### src/rtl/srx_pkg.sv
package srx_pkg;
  typedef struct packed {
    logic [7:0] data;
    logic       pe;
    logic       fe;
    logic       bi;
  } srx_entry_t;

  // index of the last data bit for a length select (0..3 -> 5..8 bits)
  function automatic logic [2:0] last_idx(input logic [1:0] sel);
    return 3'd4 + {1'b0, sel};
  endfunction

  // expected parity bit value; unused upper data bits are zero
  function automatic logic exp_parity(input logic [7:0] d, input logic odd);
    return (^d) ^ odd;
  endfunction

  function automatic logic has_error(input srx_entry_t e);
    return e.pe | e.fe | e.bi;
  endfunction
endpackage

### src/rtl/srx_deser.sv
module srx_deser
  import srx_pkg::*;
#(
  parameter int OSR = 16
) (
  input  logic       clk,
  input  logic       rst_n,
  input  logic       os_tick,
  input  logic       rxd,
  input  logic [1:0] cfg_dbits,
  input  logic       cfg_par_en,
  input  logic       cfg_par_odd,
  input  logic       cfg_stop2,
  output logic       frame_done,
  output srx_entry_t frame_entry
);
  localparam int CW = $clog2(OSR);
  localparam logic [CW-1:0] MID  = CW'(OSR/2 - 1);
  localparam logic [CW-1:0] LAST = CW'(OSR - 1);

  typedef enum logic [2:0] {S_IDLE, S_START, S_DATA, S_PAR, S_STOP, S_STOP2, S_BRK} st_t;

  st_t             st;
  logic [CW-1:0]   cnt;
  logic [2:0]      bidx;
  logic [7:0]      shreg;
  logic            par_bad, all_low;
  logic [1:0]      sync;
  logic            rx_s;
  logic            push_q;
  srx_entry_t      entry_q;

  assign rx_s        = sync[1];
  assign frame_done  = push_q;
  assign frame_entry = entry_q;

  always_ff @(posedge clk) begin
    if (!rst_n) sync <= 2'b11;
    else        sync <= {sync[0], rxd};
  end

  always_ff @(posedge clk) begin
    if (!rst_n) begin
      st <= S_IDLE; cnt <= '0; bidx <= '0; shreg <= '0;
      par_bad <= 1'b0; all_low <= 1'b0; push_q <= 1'b0; entry_q <= '0;
    end else begin
      push_q <= 1'b0;
      if (os_tick) begin
        case (st)
          S_IDLE: if (!rx_s) begin st <= S_START; cnt <= '0; end
          S_START: begin
            if (cnt == MID) begin
              cnt <= '0;
              if (!rx_s) begin
                st <= S_DATA; bidx <= '0; shreg <= '0; all_low <= 1'b1; par_bad <= 1'b0;
              end else st <= S_IDLE;
            end else cnt <= cnt + CW'(1);
          end
          S_DATA: begin
            if (cnt == LAST) begin
              cnt <= '0;
              shreg[bidx] <= rx_s;
              if (rx_s) all_low <= 1'b0;
              if (bidx == last_idx(cfg_dbits)) st <= cfg_par_en ? S_PAR : S_STOP;
              else bidx <= bidx + 3'd1;
            end else cnt <= cnt + CW'(1);
          end
          S_PAR: begin
            if (cnt == LAST) begin
              cnt <= '0;
              par_bad <= (rx_s != exp_parity(shreg, cfg_par_odd));
              if (rx_s) all_low <= 1'b0;
              st <= S_STOP;
            end else cnt <= cnt + CW'(1);
          end
          S_STOP: begin
            if (cnt == LAST) begin
              cnt <= '0;
              if (rx_s) begin
                push_q <= 1'b1; entry_q <= '{data: shreg, pe: par_bad, fe: 1'b0, bi: 1'b0};
                st <= S_IDLE;
              end else if (all_low) begin
                if (cfg_stop2) st <= S_STOP2;
                else begin
                  push_q <= 1'b1; entry_q <= '{data: 8'h00, pe: par_bad, fe: 1'b1, bi: 1'b1};
                  st <= S_BRK;
                end
              end else begin
                // low stop sample becomes the next start bit
                push_q <= 1'b1; entry_q <= '{data: shreg, pe: par_bad, fe: 1'b1, bi: 1'b0};
                st <= S_DATA; bidx <= '0; shreg <= '0; all_low <= 1'b1; par_bad <= 1'b0;
              end
            end else cnt <= cnt + CW'(1);
          end
          S_STOP2: begin
            if (cnt == LAST) begin
              cnt <= '0;
              push_q <= 1'b1;
              if (rx_s) begin
                entry_q <= '{data: 8'h00, pe: par_bad, fe: 1'b1, bi: 1'b0};
                st <= S_IDLE;
              end else begin
                entry_q <= '{data: 8'h00, pe: par_bad, fe: 1'b1, bi: 1'b1};
                st <= S_BRK;
              end
            end else cnt <= cnt + CW'(1);
          end
          S_BRK: if (rx_s) st <= S_IDLE;
          default: st <= S_IDLE;
        endcase
      end
    end
  end

  AST_BREAK_SHAPE: assert property (@(posedge clk) disable iff (!rst_n)
    (push_q && entry_q.bi) |-> (entry_q.fe && entry_q.data == 8'h00));
  AST_BREAK_SINGLE: assert property (@(posedge clk) disable iff (!rst_n)
    (st == S_BRK) |=> !push_q);
endmodule

### src/rtl/srx_fifo.sv
module srx_fifo
  import srx_pkg::*;
#(
  parameter int DEPTH = 16
) (
  input  logic       clk,
  input  logic       rst_n,
  input  logic       wr,
  input  srx_entry_t wdata,
  input  logic       rd,
  output srx_entry_t head,
  output logic       empty,
  output logic       wr_ok,
  output logic       rd_ok,
  output logic       drop
);
  localparam int AW = $clog2(DEPTH);
  localparam int CW = AW + 1;

  srx_entry_t    mem [DEPTH];
  logic [AW-1:0] wp, rp;
  logic [CW-1:0] count;
  logic          full;

  assign empty = (count == '0);
  assign full  = (count == CW'(DEPTH));
  assign wr_ok = wr && !full;
  assign rd_ok = rd && !empty;
  assign drop  = wr && full;
  assign head  = mem[rp];

  always_ff @(posedge clk) begin
    if (wr_ok) mem[wp] <= wdata;
  end

  always_ff @(posedge clk) begin
    if (!rst_n) begin
      wp <= '0; rp <= '0; count <= '0;
    end else begin
      if (wr_ok) wp <= wp + AW'(1);
      if (rd_ok) rp <= rp + AW'(1);
      count <= count + CW'(wr_ok) - CW'(rd_ok);
    end
  end

  AST_FULL_REFUSES: assert property (@(posedge clk) disable iff (!rst_n)
    (wr && full && !rd) |=> $stable(count));
  AST_POP_EMPTY: assert property (@(posedge clk) disable iff (!rst_n)
    (rd && empty && !wr) |=> empty);
  AST_COUNT_BOUND: assert property (@(posedge clk) disable iff (!rst_n)
    count <= CW'(DEPTH));
endmodule

### src/rtl/srx_status.sv
module srx_status
  import srx_pkg::*;
#(
  parameter int DEPTH = 16
) (
  input  logic       clk,
  input  logic       rst_n,
  input  logic       acc_push,
  input  logic       push_err,
  input  logic       drop,
  input  logic       pop_ok,
  input  srx_entry_t head,
  input  logic       empty,
  input  logic       lsr_rd,
  output logic [7:0] lsr
);
  localparam int EW = $clog2(DEPTH + 1);

  logic [EW-1:0] err_cnt;
  logic          oe, err_sum, pop_err;

  assign pop_err = pop_ok && has_error(head);

  always_ff @(posedge clk) begin
    if (!rst_n) begin
      oe <= 1'b0; err_sum <= 1'b0; err_cnt <= '0;
    end else begin
      if (drop)        oe <= 1'b1;
      else if (lsr_rd) oe <= 1'b0;
      err_cnt <= err_cnt + EW'(acc_push && push_err) - EW'(pop_err);
      if (acc_push && push_err)           err_sum <= 1'b1;
      else if (lsr_rd && err_cnt == '0)   err_sum <= 1'b0;
    end
  end

  always_comb begin
    lsr    = '0;
    lsr[0] = !empty;
    lsr[1] = oe;
    lsr[2] = !empty && head.pe;
    lsr[3] = !empty && head.fe;
    lsr[4] = !empty && head.bi;
    lsr[7] = err_sum;
  end

  AST_ERR_STICKY: assert property (@(posedge clk) disable iff (!rst_n)
    (err_cnt != '0) |-> err_sum);
  AST_OVERRUN_SET: assert property (@(posedge clk) disable iff (!rst_n)
    drop |=> lsr[1]);
endmodule

### src/rtl/serial_rx_tagged.sv
module serial_rx_tagged
  import srx_pkg::*;
#(
  parameter int OSR   = 16,
  parameter int DEPTH = 16
) (
  input  logic       clk,
  input  logic       rst_n,
  input  logic       os_tick,
  input  logic       rxd,
  input  logic [1:0] cfg_dbits,
  input  logic       cfg_par_en,
  input  logic       cfg_par_odd,
  input  logic       cfg_stop2,
  input  logic       rx_pop,
  output logic [7:0] rx_data,
  output logic       rx_pe,
  output logic       rx_fe,
  output logic       rx_bi,
  input  logic       lsr_rd,
  output logic [7:0] lsr
);
  logic       frame_done, empty, wr_ok, rd_ok, drop;
  srx_entry_t frame_entry, head;

  srx_deser #(.OSR(OSR)) u_deser (
    .clk(clk), .rst_n(rst_n), .os_tick(os_tick), .rxd(rxd),
    .cfg_dbits(cfg_dbits), .cfg_par_en(cfg_par_en), .cfg_par_odd(cfg_par_odd),
    .cfg_stop2(cfg_stop2), .frame_done(frame_done), .frame_entry(frame_entry));

  srx_fifo #(.DEPTH(DEPTH)) u_fifo (
    .clk(clk), .rst_n(rst_n), .wr(frame_done), .wdata(frame_entry), .rd(rx_pop),
    .head(head), .empty(empty), .wr_ok(wr_ok), .rd_ok(rd_ok), .drop(drop));

  srx_status #(.DEPTH(DEPTH)) u_status (
    .clk(clk), .rst_n(rst_n), .acc_push(wr_ok), .push_err(has_error(frame_entry)),
    .drop(drop), .pop_ok(rd_ok), .head(head), .empty(empty), .lsr_rd(lsr_rd), .lsr(lsr));

  assign rx_data = empty ? 8'h00 : head.data;
  assign rx_pe   = !empty && head.pe;
  assign rx_fe   = !empty && head.fe;
  assign rx_bi   = !empty && head.bi;

  AST_DR_AFTER_PUSH: assert property (@(posedge clk) disable iff (!rst_n)
    (frame_done && !rx_pop) |=> lsr[0]);
endmodule

### config.mk
export PLATFORM = sky130hd
export DESIGN_NAME = serial_rx_tagged
export DESIGN_NICKNAME = d
export VERILOG_FILES = /design/src/rtl/srx_pkg.sv /design/src/rtl/srx_deser.sv /design/src/rtl/srx_fifo.sv /design/src/rtl/srx_status.sv /design/src/rtl/serial_rx_tagged.sv
export SDC_FILE = /design/constraint.sdc
export NUM_CORES = 1
export LEC_CHECK = 0
export ABC_AREA = 1
export BUFFER_PORTS_ARGS = -buffer_cell sky130_fd_sc_hd__buf_2
export CAP_MARGIN = 5
export CORE_AREA = 5 5 156 158
export CTS_CLUSTER_DIAMETER = 100
export DETAILED_ROUTE_END_ITERATION = 10
export DIE_AREA = 0 0 161 163
export GPL_ROUTABILITY_DRIVEN = 0
export PLACE_DENSITY_LB_ADDON = 0.15
export SLEW_MARGIN = 5
export SYNTH_ARGS = -nofsm -noshare
export SYNTH_HDL_FRONTEND = slang
export SYNTH_HIERARCHICAL = 1
export SYNTH_SLANG_ARGS = --single-unit
### constraint.sdc
create_clock -name clk -period 2.7 [get_ports clk]
set_input_delay 0.135 -clock clk [delete_from_list [all_inputs] [get_ports clk]]
set_output_delay 0.135 -clock clk [all_outputs]
set_load 0.05 [all_outputs]
==> impl_metrics.py <==
metrics = {
    "grt": {
        "grt_use_met2": 0.3250,
        "use_met1": 0.2561,
        "grt_pass1_wl_um": 40530,
        "grt_usage": 0.1913,
        "antenna_found_initial": 0,
        "met3_usage": 0.03189,
        "grt-ovfl-total": 0,
        "grt_busiest_layer": "met2",
        "grt_max_degree": 53,
        "grt_pass1_vias": 7837,
    },
    "timing": {
        "period_needed_ns": 2.677,
        "achievable-frequency_mhz": 373.5,
        "timing.final.crit_share": 0.9915,
        "rsz0062_at_grt": "true",
        "whs_ns": 0.07982,
        "fin_skew_ns": 0.008889,
        "maxSlewHeadroom": 0.3580,
        "hold_viol": 0,
        "max_slew.worst_pin.slew_ns": 0.9619,
        "setup_viol": 0,
        "maxSlewViolCount": 0,
        "tns_ns": 0,
    },
    "power": {
        "sw_frac_of_total": 0.3725,
        "power.switching_w": 0.004377,
        "vdd_drop_max_v": 0.0006244,
        "p_per_area_nw_per_um2": 915.3,
        "power.share.combinational": 0.357,
        "seqPwrFrac": 0.354,
        "internal-power_w": 0.007373,
        "leakage_nw": 5.688,
        "clkPwrFrac": 0.290,
    },
    "clocking": {
        "clockBufferDepth": 3,
        "cts_tree": "done",
        "htreeDepth": 1,
        "path_clk_slew_ns": 0.06,
        "numCtsBuffers": 26,
        "clk_latency_ns": 0.52,
        "root_buffer": "clkbuf_16",
        "cts_sinks": 234,
    },
    "die": {
        "io_pins": 30,
        "rows": 56,
        "die_h_um": 163,
        "dieWidth_um": 161,
        "initial_core_util": 0.4838,
        "dieArea_um2": 26240,
        "coreArea_um2": 22980,
    },
    "detailed_routing": {
        "drt_iter0_drc": 485,
        "wl_per_cell_um": 15.30,
        "route.detailed.drc": 0,
        "dr.pass1.iters": 5,
        "wl_um": 25110,
        "num_vias": 8195,
        "ant_nets": 0,
        "via_per_inst": 4.994,
    },
    "finish": {
        "layout.cells.non_filler": 1641,
        "mostFrequentLayoutCells": "nand2_1 (358), inv_1 (207), nand3_1 (183)",
        "fillers": 2064,
        "diodes": 0,
        "syn2layout_area_growth_pct": 15.45,
        "layout_commonest_cell": "nand2_1",
        "nNetsFinal": 1366,
        "finalCoreUtilization": 0.5586,
        "drive_gt1_frac": 0.1251,
    },
    "worst_setup_path": {
        "arrival_ns": 3.09,
        "reg2reg_slack_ns": 0.02,
        "rr_endpoint": "u_status/err_cnt[4]$_SDFF_PN0_",
        "endpoint_kind": "flop",
        "cp_max_fo": 5,
        "cp_slowest_cell": "dfxtp_4",
        "worst_setup_path_start_kind": "flop",
        "crit_type": "flop to flop",
        "max_stage_delay_ns": 0.36,
        "required_ns": 3.12,
        "worstSetupEndpoint": "u_status/err_cnt[4]$_SDFF_PN0_",
        "reg2reg_depth": 17,
        "cp.buffers_inverters": 5,
        "cp_num_cells": 17,
        "worstPathCellList": "buf_6 > clkbuf_16 > nand2_1 > nand3_1 > nand3_2 > nand3_2 > nand2_2 > inv_2 > a31oi_4 > ha_1 > inv_1 > ha_2 > inv_1 > fa_2 > nand3b_1 > a21oi_2 > nor2_1",
        "crit_family": "adder cells",
    },
    "logic_synthesis": {
        "synthesis.area_um2": 11120,
        "postSynthAreaPerCell_um2": 8.804,
        "synth_warnings": 6,
        "ys_seq_elements": 234,
        "netlist_instances": 1263,
        "synthDistinctLibCells": 34,
        "seq_area_frac_synth": 0.5797,
    },
    "job": {
        "drv_cap": 0,
    },
    "placement": {
        "place_hpwl_um": 16220,
        "portBuffers": 27,
        "dpl.cell_count": 1579,
    },
    "worst_hold_path": {
        "hp-class": "input pin to flop",
        "hold_start": "rst_n",
    },
    "status": {
        "status": "finished, final reports clean",
    },
}
## Yosys cell counts (all sizes together)
master / count / area [µm²]
conb: 1 / 3.750
nor4: 1 / 6.260
or2: 2 / 12.51
xor2: 6 / 52.55
dfxtp: 58 / 1161
nand3: 189 / 950.9
o21a: 2 / 15.01
edfxtp: 176 / 5285
nand3b: 1 / 7.510
xnor2: 4 / 35.03
buf: 41 / 261.5
a211oi: 1 / 7.510
nor3: 9 / 45.04
fa: 2 / 40.04
and3: 1 / 6.260
nor2: 83 / 319.1
inv: 218 / 820.8
nand4: 16 / 100.1
a21oi: 36 / 187.7
nand2: 365 / 1393
o21ai: 14 / 70.07
clkbuf: 12 / 45.04
ha: 22 / 275.3
a31oi: 3 / 18.77
## timing repair
action                     CTS  global route
resized for setup            9            22
gates cloned                 0             4
setup endpoints to repair    8             8
buffers inserted             1             5
hold endpoints to repair     7             0
pin swaps                    0            10
hold buffers                 4             0
## kinds of logic after synthesis
kind of cell    share of synthesized area
fa+ha+maj                         0.02836
simple gates                       0.2554
buf+inv                            0.1014
flops                              0.5797
compound gates                    0.02689
xor+xnor                         0.007876
other cells                     0.0003372
## power groups by stage
stage          clock, W  sequential [W]  combinational (W)
6_report        0.00341         0.00415            0.00419
5_1_grt         0.00365         0.00417            0.00467
4_1_cts         0.00348         0.00416            0.00400
3_5_place_dp          0         0.00422            0.00396
3_3_place_gp          0         0.00422            0.00391
2_1_floorplan         0         0.00420            0.00302
## flip-flops by register name (all words and copies together) (netlist names), named ones only
signal               cells
u_deser/bidx             3
u_deser/frame_entry     11
u_fifo/mem             176
u_deser/frame_done       1
u_fifo/rp                4
u_deser/sync             2
u_deser/st               3
u_status/oe              1
u_fifo/count             5
u_deser/all_low          1
u_status/err_sum         1
u_status/err_cnt         5
u_deser/cnt              4
u_deser/shreg            8
u_deser/par_bad          1
u_fifo/wp                4
## cell type report
type	instances	area (µm²)	area share
Multi-Input combinational cell	759	3606	0.2809
Clock inverter	18	146.4	0.01140
Sequential cell	234	6452	0.5026
Inverter	218	837.1	0.06520
Clock buffer	30	686.9	0.05351
Timing Repair inverter	2	20.02	0.001559
Timing Repair Buffer	90	725.7	0.05653
Tap cell	290	362.8	0.02827
## tightest hold or removal path: cells and delay by family
| kind | cells | cell delay (ns) |
|---|---|---|
| and+or+nand+nor | 1 | 0.07 |
| buffers and inverters | 3 | 0.34 |
## through the flow
stage / cell area (µm²) / power (W) / setup slack, ns
6_report: 12840 / 0.01175 / 0.02296
5_1_grt: 12840 / 0.01250 / -0.1152
4_1_cts: 12650 / 0.01163 / 0.005255
3_5_place_dp: 11740 / 0.008184 / -0.06825
3_3_place_gp: 11740 / 0.008134 / -0.005991
2_1_floorplan: 11120 / 0.007221 / 0.08987
## worst min-delay path by stage
stage / cells past startpoint / to / slack (ns)
final: 4 / u_fifo/count[1]$_SDFF_PN0_ / 0.08
after floorplan: 2 / u_status/err_cnt[0]$_SDFF_PN0_ / 0.23
after global routing: 4 / u_fifo/count[1]$_SDFF_PN0_ / 0.09
after detailed placement: 2 / u_deser/sync[0]$_SDFF_PN1_ / 0.33
after CTS: 6 / u_deser/frame_done$_SDFF_PN0_ / 0.07
after global placement: 2 / u_deser/sync[0]$_SDFF_PN1_ / 0.32
## layer usage
metal	vias up	part of all wire
met5	-	0
met4	0	0.017
met2	153	0.48
met3	32	0.051
li1	4186	-
met1	3824	0.45
No activity file was read; power rests on OpenSTA's default activity.
